==> config.mk <==
export PLATFORM = sky130hd
export DESIGN_NAME = tnn_array
export DESIGN_NICKNAME = d
export VERILOG_FILES = /design/src/rtl/tnn_pkg.sv /design/src/rtl/tnn_weight_bank.sv /design/src/rtl/tnn_neuron_sum.sv /design/src/rtl/tnn_state_reg.sv /design/src/rtl/tnn_array.sv
export SDC_FILE = /design/constraint.sdc
export NUM_CORES = 1
export LEC_CHECK = 0
export BUFFER_PORTS_ARGS = -buffer_cell sky130_fd_sc_hd__buf_2
export CORE_MARGIN = 1
export CORE_UTILIZATION = 30
export CTS_CLUSTER_DIAMETER = 100
export CTS_CLUSTER_SIZE = 30
export DETAILED_ROUTE_END_ITERATION = 10
export PLACE_DENSITY = 0.45
export SETUP_SLACK_MARGIN = 0.05
export SKIP_LAST_GASP = 1
export SLEW_MARGIN = 0
export SYNTH_ARGS = -nofsm -noshare
export SYNTH_HDL_FRONTEND = slang
export SYNTH_SLANG_ARGS = --single-unit
==> constraint.sdc <==
create_clock -name clk -period 7.45 [get_ports clk]
set_clock_uncertainty 0.1 [all_clocks]
set_input_delay 0.3725 -clock clk [delete_from_list [all_inputs] [get_ports clk]]
set_output_delay 0.3725 -clock clk [all_outputs]
set_load 0.01 [all_outputs]
==> src/rtl/tnn_pkg.sv <==
package tnn_pkg;

  typedef logic [1:0] wcode_t;

  localparam wcode_t W_NONE = 2'b00;
  localparam wcode_t W_PASS = 2'b01;
  localparam wcode_t W_RSVD = 2'b10;
  localparam wcode_t W_INV  = 2'b11;

  // Signed value of a binary source: 0 counts as +1, 1 counts as -1.
  function automatic logic signed [1:0] bit_value(input logic b);
    return b ? -2'sd1 : 2'sd1;
  endfunction

  // Contribution of one weighted source to a neuron sum.
  function automatic logic signed [1:0] tern_term(input wcode_t c, input logic b);
    logic signed [1:0] v;
    v = bit_value(b);
    case (c)
      W_PASS:  return v;
      W_INV:   return -v;
      default: return 2'sd0;
    endcase
  endfunction

  // True when a code connects its source (wire or inverter).
  function automatic logic code_live(input wcode_t c);
    return (c == W_PASS) || (c == W_INV);
  endfunction

endpackage

==> src/rtl/tnn_weight_bank.sv <==
module tnn_weight_bank
  import tnn_pkg::*;
#(
  parameter int N_NEUR = 8,
  parameter int IDX_W  = $clog2(N_NEUR + 1)
) (
  input  logic                          clk,
  input  logic                          rst,
  input  logic                          wr_en,
  input  logic [IDX_W-1:0]              wr_row,
  input  logic [IDX_W-1:0]              wr_col,
  input  wcode_t                        wr_code,
  output logic                          wr_hit,
  output logic [N_NEUR*(N_NEUR+1)*2-1:0] w_flat
);

  localparam int N_COL = N_NEUR + 1;
  localparam logic [IDX_W-1:0] ROW_LO = IDX_W'(1);
  localparam logic [IDX_W-1:0] IDX_HI = IDX_W'(N_NEUR);

  logic row_ok;
  logic col_ok;

  assign row_ok = (wr_row >= ROW_LO) && (wr_row <= IDX_HI);
  assign col_ok = (wr_col <= IDX_HI);
  assign wr_hit = wr_en && row_ok && col_ok;

  for (genvar r = 0; r < N_NEUR; r++) begin : g_row
    for (genvar c = 0; c < N_COL; c++) begin : g_col
      wcode_t cell_q;
      logic   sel;

      assign sel = wr_hit && (wr_row == IDX_W'(r + 1)) && (wr_col == IDX_W'(c));

      always_ff @(posedge clk) begin
        if (rst) begin
          cell_q <= W_NONE;
        end else if (sel) begin
          cell_q <= wr_code;
        end
      end

      assign w_flat[(r*N_COL + c)*2 +: 2] = cell_q;
    end
  end

endmodule

==> src/rtl/tnn_neuron_sum.sv <==
module tnn_neuron_sum
  import tnn_pkg::*;
#(
  parameter int N_NEUR = 8,
  parameter int SUM_W  = $clog2(N_NEUR + 2) + 1
) (
  input  logic [(N_NEUR+1)*2-1:0]  w_row,
  input  logic                     x_bit,
  input  logic [N_NEUR-1:0]        y_vec,
  output logic signed [SUM_W-1:0]  sum_o,
  output logic                     neg_o
);

  localparam int N_SRC = N_NEUR + 1;

  logic [N_SRC-1:0]  src;
  logic signed [1:0] term [N_SRC];

  assign src = {y_vec, x_bit};

  for (genvar k = 0; k < N_SRC; k++) begin : g_term
    assign term[k] = tern_term(wcode_t'(w_row[k*2 +: 2]), src[k]);
  end

  always_comb begin
    sum_o = '0;
    for (int k = 0; k < N_SRC; k++) begin
      sum_o = sum_o + SUM_W'(term[k]);
    end
  end

  assign neg_o = sum_o[SUM_W-1];

endmodule

==> src/rtl/tnn_state_reg.sv <==
module tnn_state_reg #(
  parameter int N_NEUR = 8
) (
  input  logic              clk,
  input  logic              rst,
  input  logic              step,
  input  logic [N_NEUR-1:0] y_next,
  output logic [N_NEUR-1:0] y_q
);

  always_ff @(posedge clk) begin
    if (rst) begin
      y_q <= '0;
    end else if (step) begin
      y_q <= y_next;
    end
  end

endmodule

==> src/rtl/tnn_array.sv <==
module tnn_array
  import tnn_pkg::*;
#(
  parameter int N_NEUR = 8
) (
  input  logic                          clk,
  input  logic                          rst,
  input  logic [N_NEUR-1:0]             x_in,
  input  logic                          wr_en,
  input  logic [$clog2(N_NEUR+1)-1:0]   wr_row,
  input  logic [$clog2(N_NEUR+1)-1:0]   wr_col,
  input  logic [1:0]                    wr_code,
  input  logic                          step,
  output logic [N_NEUR-1:0]             y_out
);

  localparam int IDX_W  = $clog2(N_NEUR + 1);
  localparam int N_COL  = N_NEUR + 1;
  localparam int ROW_BW = N_COL * 2;
  localparam int SUM_W  = $clog2(N_NEUR + 2) + 1;

  logic [N_NEUR*ROW_BW-1:0] w_flat;
  logic                     wr_hit;
  logic [N_NEUR-1:0]        y_next;

  tnn_weight_bank #(
    .N_NEUR (N_NEUR),
    .IDX_W  (IDX_W)
  ) u_bank (
    .clk     (clk),
    .rst     (rst),
    .wr_en   (wr_en),
    .wr_row  (wr_row),
    .wr_col  (wr_col),
    .wr_code (wcode_t'(wr_code)),
    .wr_hit  (wr_hit),
    .w_flat  (w_flat)
  );

  for (genvar i = 0; i < N_NEUR; i++) begin : g_neu
    logic signed [SUM_W-1:0] sum_i;

    tnn_neuron_sum #(
      .N_NEUR (N_NEUR),
      .SUM_W  (SUM_W)
    ) u_sum (
      .w_row (w_flat[i*ROW_BW +: ROW_BW]),
      .x_bit (x_in[i]),
      .y_vec (y_out),
      .sum_o (sum_i),
      .neg_o (y_next[i])
    );
  end

  tnn_state_reg #(
    .N_NEUR (N_NEUR)
  ) u_state (
    .clk    (clk),
    .rst    (rst),
    .step   (step),
    .y_next (y_next),
    .y_q    (y_out)
  );

endmodule

== Word-level counts from Yosys, hierarchy flattened ==
Index checks and enable logic that the tools add are counted.

* Output and inout bits: 8
* Logic and storage cells: 488
* Input bits: 22
* Register bits: 152

* Add/subtract/negate cells: 80
* $lt $le $gt $ge: 3
* Reductions and logical operators: 84
* Equal/unequal tests: 160
* Multiplexer cells: 88

{| class="wikitable"
|+ Operators by type and width
! cell !! number
|-
| 2-bit case mux with 2 select lines || 72
|-
| 5-bit by 2-bit adder with 5-bit output || 48
|-
| 2-bit by 1-bit == test with 1-bit output (second input constant) || 72
|-
| 2-bit == test (second input constant) || 72
|-
| 1-bit logical AND || 83
|-
| 3-bit by 2-bit adder with 4-bit output || 8
|-
| 4-bit by 3-bit == test with 1-bit output (second input constant) || 8
|-
| 2-bit two-way mux || 16
|-
| 2-bit negator || 16
|-
| 2-bit by 2-bit adder with 3-bit output || 8
|-
| 4-bit by 2-bit == test with 1-bit output (second input constant) || 4
|-
| 4-bit by 1-bit == test with 1-bit output (second input constant) || 2
|-
| 4-bit == test (second input constant) || 2
|-
| 4-bit <= comparator (second input constant) || 2
|-
| 4-bit by 1-bit >= comparator with 1-bit output (second input constant) || 1
|-
| 4-bit logical NOT || 1
|}

== Depth between registers and ports, before layout ==
Gate-level depths: netlist of the first run.

* Depth after elaboration: 11
* Depth in mapped cells: 20
* Gate-level depth less buffers: 19

== Modules after synthesis ==
A second synthesis of the first run with hierarchy kept.

* Cells, all modules: 1195
* Area total of the unflattened synthesis: 11653.7 um2

{| class="wikitable"
|+ Modules (own cells, without submodules)
! module !! area an instance (um2) !! cells an instance !! seq. area each (um2) !! instances
|-
| tnn_weight_bank || 6185.9 || 583 || 2882.8 || 1
|-
| tnn_neuron_sum (g_neu[0].u_sum ...) || 650.6 || 74 || 0.0 || 7
|-
| tnn_neuron_sum (g_neu[7].u_sum) || 628.1 || 68 || 0.0 || 1
|-
| tnn_state_reg || 285.3 || 26 || 160.2 || 1
|}

== Worst setup path before layout of the first run ==
OpenSTA, ideal clock, no wires.

* Path kind: reg2reg
* Start: register u_state.y_q[1]
* End: register u_state.y_q[7]
* Arrival time: 5201 ps
* Clock period less this slack: 5431 ps
* Stages on the path, launching flop included: 21
* Required time: 7220 ps
* Buffers on the path: 1
* Path slack: 2019 ps
* Setup time: 130 ps
* Cell sequence: dfxtp_1 clkbuf_1 xnor2_1 nor2_1 fa_1 ha_1 inv_1 fa_1 inv_1 fa_1 inv_1 fa_1 fa_1 fa_1 inv_1 ha_1 nand4_1 a21oi_1 xnor2_1 xnor2_1 o22ai_1

* Word-level cells in the longest chain between the ends: 10

{| class="wikitable"
|+ Ends and longest elaborated chain
! item !! line !! text
|-
| from (decl) || tnn_state_reg.sv:8 || <nowiki>output logic [N_NEUR-1:0] y_q</nowiki>
|-
| from (signal assigned) || tnn_state_reg.sv:15 || <nowiki>y_q <= y_next;</nowiki>
|-
| 2-bit two-way mux (*) || tnn_pkg.sv:12 || <nowiki>return b ? -2'sd1 : 2'sd1;</nowiki>
|-
| 2-bit negator || tnn_pkg.sv:21 || <nowiki>W_INV: return -v;</nowiki>
|-
| 2-bit case mux with 2 select lines (*) || tnn_pkg.sv:19 || <nowiki>case (c)</nowiki>
|-
| 3-bit by 2-bit adder with 4-bit output (*) || tnn_neuron_sum.sv:28 || <nowiki>sum_o = sum_o + SUM_W'(term[k]);</nowiki>
|-
| 5-bit by 2-bit adder with 5-bit output (*) (6 in series) || tnn_neuron_sum.sv:28 ||
|}

Mark *: on every way between the ends. The rest lies on a longest branch, timed or not.
A chain may end at the register's enable or synchronous reset.

== Final worst setup path of the first run ==
* Start: register u_state.y_q[0]
* End: register u_state.y_q[4]

* Word-level cells in the longest chain between the ends: 11

{| class="wikitable"
|+ Ends and longest elaborated chain
! item !! line
|-
| 2-bit two-way mux (*) || tnn_pkg.sv:12
|-
| 2-bit negator || tnn_pkg.sv:21
|-
| 2-bit case mux with 2 select lines (*) || tnn_pkg.sv:19
|-
| 2-bit by 2-bit adder with 3-bit output (*) || tnn_neuron_sum.sv:28
|-
| 3-bit by 2-bit adder with 4-bit output (*) || tnn_neuron_sum.sv:28
|-
| 5-bit by 2-bit adder with 5-bit output (*) (6 in series) || tnn_neuron_sum.sv:28
|}

Marks and branches as above.

==> flow_summary.ini, run 1 <==
[cells_and_area]
final_cell_mix = inv_1, nand2_1, dfxtp_1, fa_1, a21oi_1
mostFrequentLayoutCell = inv_1
area_delta_synth_final_pct = 9.246
layout-drive-gt1-share_pct = 6.165
instances_no_fill = 1917
final_cell_area_mm2 = 0.01308
fin_nets = 1588

[global_routing]
grt_pass1_vias = 8842
antenna_found_initial = 4
overflow = 0
track_usage_pct = 15.30
grt_pass1_wl_um = 48160
grt_max_degree = 73

[route]
antenna_left = 0
wirelength_um = 29040
route.detailed.drc = 0
drtPass1Iterations = 4
initialDrtViolationCount = 418
via_per_inst = 4.466
num_vias = 8562
wl_per_cell_um = 15.15

[setup_path]
slowest_delay_ns = 0.83
worst_setup_path_end_kind = flip-flop
start_kind = flip-flop
cp.required_ns = 7.63
crit_arrival_ns = 5.90
crit_slowest_cell = dfxtp_1
crit_chain = xnor2_1 -> nor2_1 -> fa_1 -> ha_1 -> inv_1 -> fa_1 -> inv_1 -> fa_1 -> inv_1 -> fa_1 -> fa_1 -> fa_1 -> inv_1 -> ha_1 -> nand4_1 -> a21oi_1 -> xnor2_1 -> xnor2_1 -> o22ai_1
crit_fanout = 10
cp_num_buf_inv = 4
cp_common_cell = fa_1
path_delay_family = adder cells
critPathKind = flip-flop to flip-flop

[clock_tree]
postCtsHoldBufs = 0
cts_resized = 0
numCtsBuffers = 17
clk_pin_slew_ns = 0.07
cts_buffer_depth = 2
clock_insertion_delay_worst_skew_ns = 0.44
cts_post_setup_buffers_inserted = 0
cts_sinks = 152
h-tree-depth = 4
cts_tree = built
cts-root-buf = clkbuf_16

[floorplanning]
die_x_um = 201.8
initial_core_util_pct = 30.70
die_y_um = 201.8
dieArea_mm2 = 0.04072
coreArea_mm2 = 0.03901
num_rows = 72
pin_count = 30

[timing]
grt_setup_unrepaired = false
tns_ns = 0
final_hold_viol_count = 0
fmax_mhz = 174.9
relSlewSlack_pct = 13.16
period_needed_ns = 5.716
timing.final.crit_share_pct = 76.73
finalSetupViolations = 0
tightest_slew_ns = 1.293
maxSlewViolCount = 0

[pwr]
leakage_uw = 0.004840
p_per_area_mw_per_mm2 = 142.2
ir_drop_mv = 0.1492
total_power_uw = 1860

[synth]
synth_top_area_share_pct = 25.41
synth_nets = 1629
synth.cell_area_mm2 = 0.01198
ys_seq_area_share_pct = 25.41
syn-instance-count = 1423
synth_top_area_cell = dfxtp_1
synth_edf_count = 0
synth_area_leaders = dfxtp_1, fa_1, xnor2_1
ys_warn_count = 0
async_flop_share_pct = 0
syn_area_per_cell_um2 = 8.415
synthFlopType = dfxtp_1
synth-seq-cells = 152
synth.distinct_cells = 40

[place]
dpl_cell_area_mm2 = 0.01243
globalplace.congestion = 0.7680
dp_hpwl_um = 20460
dp.cells = 1881
portBuffers = 29

[job]
drv_cap = 0

[worst_hold_path]
hp-class = input port to flip-flop

[status]
status = finished clean
## path summary, 6_finish.rpt
check	start	end	slack [ns]	depth (start not counted)
min reg2reg	u_bank.g_row[6].g_col[7].cell_q[0]	u_bank.g_row[6].g_col[7].cell_q[0]	0.35	2
max	u_state.y_q[0]	u_state.y_q[4]	1.73	19
min	rst	u_bank.g_row[4].g_col[0].cell_q[0]	0.28	2
max reg2reg	u_state.y_q[0]	u_state.y_q[4]	1.73	19
## routing by layer
layer | part of all wire [%] | up-vias | track usage [%]
li1 | - | 4312 | -
met1 | 49 | 4085 | 20.75
met2 | 46 | 137 | 25.02
met3 | 3.7 | 28 | 2.306
met4 | 1.7 | 0 | 4.654
met5 | 0 | - | 0
## layout make-up
class                           instances  area, µm²
Antenna cell                            4      10.01
Clock buffer                           19      452.9
Clock inverter                         13      192.7
Fill cell                            4044      25920
Inverter                              203      762.0
Multi-Input combinational cell        968       7744
Sequential cell                       152       3043
Tap cell                              518      648.1
Timing Repair Buffer                   40      230.2
## cell usage after synthesis (all sizes together), types with 2 or more instances
cell type and count:
nand4 8, a21oi 133, inv 203, clkbuf 77
nand3 73, buf 23, xor2 32, nor4 2
or3 2, nand4b 2, o21ai 54, nand2b 12
dfxtp 152, o22ai 8, nand2 177, ha 40
xnor2 104, nor2 108, fa 144, and2 24
nor3 15, nor2b 3, mux2i 19
## registers in the layout (all words and copies together), names as in the netlist
| name | cells |
|---|---|
| u_state.y_q | 8 |
| u_bank.g_row.g_col.cell_q | 144 |
## stage by stage
stage	utilization [%]	setup slack [ns]	hold WS, ns
final	33.54	1.734	0.2847
after global routing	33.53	1.410	0.3028
after CTS	33.51	1.637	0.2793
after detailed placement	31.86	1.646	0.3488
after global placement	31.86	1.688	0.3445
after floorplan	-	2.019	0.3363
## kinds of logic after synthesis
kind of cell               count (synthesis)  synth area share, %
xor gates and xnor gates                 136                9.947
AOI/OAI and AO/OA                        196                8.306
and+or+nand+nor                          433                16.42
DFF                                      152                25.41
buffers and inverters                    303                10.07
adders and majority gates                184                28.25
muxes                                     19                1.588
## power breakdown
part	internal (µW)	total (µW)	switching [µW]
Clock	583	967	385
Combinational	15.7	79.8	64.1
Sequential	813	813	0.440
## worst reg2reg max path, delay by kind of cell, from the launching register on
kind / cells / cell delay [ns]
flops: 1 / 0.83
simple gates: 2 / 0.18
compound gates: 2 / 0.28
xor+xnor: 3 / 0.51
buf+inv: 4 / 0.21
fa+ha+maj: 8 / 3.46
No activity file was read; power rests on OpenSTA's default activity.
==> run 2, diff against run 1 <==
- ABC_AREA: default -> 1
- clock period: 7.45 -> 6 ns (I/O delays scaled with it)
==> flow_summary.ini, run 2 <==
[synth]
ys_warn_count = 0
synth_nets = 1764
synth_top_area_cell = dfxtp_1
ys_seq_area_share_pct = 25.08
synth.cell_area_mm2 = 0.01213
synth.distinct_cells = 38
synth_edf_count = 0
syn_area_per_cell_um2 = 7.787
async_flop_share_pct = 0
synth_most_common_cell = inv_1
synth_top_area_share_pct = 25.08
synth_area_leaders = dfxtp_1, fa_1, inv_1
synth-seq-cells = 152
synthFlopType = dfxtp_1
synthTopCellsByCount = inv_1, nand2_1, a21oi_1
syn-instance-count = 1558

[global_routing]
grt_pass1_wl_um = 51460
grt_pass1_vias = 9356
grt_max_degree = 73
antenna_found_initial = 0
track_usage_pct = 16.41
overflow = 0

[floorplanning]
initial_core_util_pct = 30.46
coreArea_mm2 = 0.03982
num_rows = 73
die_y_um = 203.1
pin_count = 30
die_x_um = 203.1
dieArea_mm2 = 0.04125

[setup_path]
cp_num_buf_inv = 5
crit_slowest_cell = fa_1
crit_arrival_ns = 5.74
slowest_delay_ns = 0.55
worstRegToRegCells = 22
critPathKind = flip-flop to flip-flop
cp_common_cell = fa_1
cp.required_ns = 6.24
regToRegEndpoint = u_state.y_q[0]
path_delay_family = adder cells
crit_fanout = 8
worst_setup_path_end_kind = flip-flop
r2r_slack_ns = 0.50
rr_startpoint = u_state.y_q[0]
crit_chain = inv_1 -> o21ai_0 -> a21oi_1 -> fa_1 -> ha_1 -> fa_1 -> inv_1 -> fa_1 -> fa_1 -> inv_1 -> fa_1 -> fa_1 -> inv_1 -> ha_1 -> a21o_1 -> or2_2 -> nand2_1 -> nand2_1 -> nand3_1 -> nand3_1 -> nand2_1 -> inv_1
start_kind = flip-flop

[timing]
tns_ns = 0
timing.final.crit_share_pct = 91.68
period_needed_ns = 5.501
maxSlewViolCount = 0
relSlewSlack_pct = 23.15
fmax_mhz = 181.8
grt_setup_unrepaired = false
tightest_slew_ns = 1.147
finalSetupViolations = 0
final_hold_viol_count = 0

[pwr]
leakage_uw = 0.005631
p_seq_share_pct = 45.3
p_int_uw = 1600
ir_drop_mv = 0.2007
switching_share_pct = 28.83
total_power_uw = 2248
clkPwrFrac_pct = 48.3
p_per_area_mw_per_mm2 = 170.1
power.switching_uw = 648.1
power_frac_comb_pct = 6.3

[place]
portBuffers = 29
dp_hpwl_um = 22150
globalplace.congestion = 0.7656

[cells_and_area]
largest_register_ffs = 144
layout-drive-gt1-share_pct = 7.290
final_cell_mix = inv_1, nand2_1, a21oi_1, dfxtp_1, fa_1
area_delta_synth_final_pct = 8.911
top_regs = u_bank.g_row.g_col.cell_q (144), u_state.y_q (8)
fin_nets = 1743
mostFrequentLayoutCell = inv_1
regMostFlops = u_bank.g_row.g_col.cell_q
diodes = 0

[worst_hold_path]
worstHoldPathCells = 4
hp-class = input port to flip-flop
hold_path_end = u_state.y_q[2]
hp-start = step

[route]
wirelength_um = 31530
wl_per_cell_um = 15.20
num_vias = 9423
via_per_inst = 4.541
route.detailed.drc = 0
initialDrtViolationCount = 424
antenna_left = 0
drtPass1Iterations = 5

[clock_tree]
cts_post_setup_buffers_inserted = 0
cts_sinks = 152
clock_insertion_delay_worst_skew_ns = 0.44
h-tree-depth = 4
numCtsBuffers = 17
cts_tree = built
cts-root-buf = clkbuf_16
cts_buffer_depth = 2
clk_pin_slew_ns = 0.07

[status]
status = finished clean

[job]
drv_cap = 0
==> run 2: changes by cell type in the layout (fill, tap and decap cells not counted), moves of 12 or more <==
cell / previous run / this run
xnor2_1: 104 / 22
o21ai_0: 54 / 143
nand2_1: 177 / 247
a21oi_1: 133 / 198
xor2_1: 32 / 13
mux2i_1: 19 / 0
and2_1: 24 / 0
nand2b_1: 12 / 0
inv_1: 203 / 305
nor2_1: 106 / 67
==> run 2: repair_timing <==
item | 4_1_cts | 5_1_grt
resized for setup | 0 | 1
setup endpoints to repair | 0 | 1
hold buffers | 1 | 0
hold endpoints to repair | 1 | 0
==> run 2: layout make-up <==
cell class / instances / area, µm²
timing repair buffer: 43 / 252.7
multi-input combinational: 1015 / 7515
tap: 525 / 656.9
clock buffer: 17 / 425.4
fill: 4262 / 26610
sequential: 152 / 3044
clock inverter: 15 / 157.7
inverter: 308 / 1161
==> run 2: cells by family after synthesis <==
logic type	after synthesis	synth area share [%]
fa+ha+maj	184	27.89
simple gates	435	16.25
buf+inv	391	13.15
flops	152	25.08
compound gates	361	15.10
xor+xnor	35	2.527
==> run 2: power by group through the flow <==
stage	Combinational [µW]	Sequential [µW]	Clock (µW)
5_1_grt	158	1020	1150
2_1_floorplan	83.8	1040	0
3_5_place_dp	145	1040	0
4_1_cts	146	1020	1120
6_report	142	1020	1090
3_3_place_gp	145	1040	0
==> run 2: how the worst max path moves through the flow <==
stage / depth (start not counted) / slack [ns] / to / from
6_report: 22 / 0.50 / u_state.y_q[0] / u_state.y_q[0]
5_1_grt: 23 / 0.14 / u_state.y_q[0] / u_state.y_q[0]
4_1_cts: 22 / 0.30 / u_state.y_q[0] / u_state.y_q[0]
3_5_place_dp: 22 / 0.31 / u_state.y_q[0] / u_state.y_q[0]
3_3_place_gp: 22 / 0.38 / u_state.y_q[0] / u_state.y_q[0]
2_1_floorplan: 23 / 0.46 / u_state.y_q[0] / u_state.y_q[1]
==> run 2: per-layer routing <==
| metal | vias up | share of wire (%) | global-route usage, % |
|---|---|---|---|
| met5 | - | 0 | 0 |
| met4 | 0 | 1.2 | 3.974 |
| met3 | 18 | 2.7 | 2.119 |
| met2 | 119 | 49 | 28.44 |
| met1 | 4499 | 47 | 21.53 |
| li1 | 4787 | - | - |
==> run 2: through the flow <==
stage	hold WS (ns)	utilization, %	worst slack [ns]	area (µm²)	std cells
3_5_place_dp	0.3530	31.69	0.3076	12620	2042
2_1_floorplan	0.3321	-	0.4640	12130	1558
3_3_place_gp	0.3481	31.69	0.3818	12620	2042
5_1_grt	0.2799	33.18	0.1359	13210	2075
6_report	0.2539	33.18	0.4994	13210	2075
4_1_cts	0.2499	33.18	0.3030	13210	2075
==> run 2: worst reg2reg max path, stage by stage (launching register included) <==
cell	delay [ns]
dfxtp_2	0.45
inv_1	0.14
o21ai_0	0.16
a21oi_1	0.08
fa_1	0.49
ha_1	0.24
fa_1	0.37
inv_1	0.09
fa_1	0.44
fa_1	0.55
inv_1	0.05
fa_1	0.47
fa_1	0.51
inv_1	0.04
ha_1	0.30
a21o_1	0.20
or2_2	0.29
nand2_1	0.08
nand2_1	0.05
nand3_1	0.06
nand3_1	0.11
nand2_1	0.09
inv_1	0.04
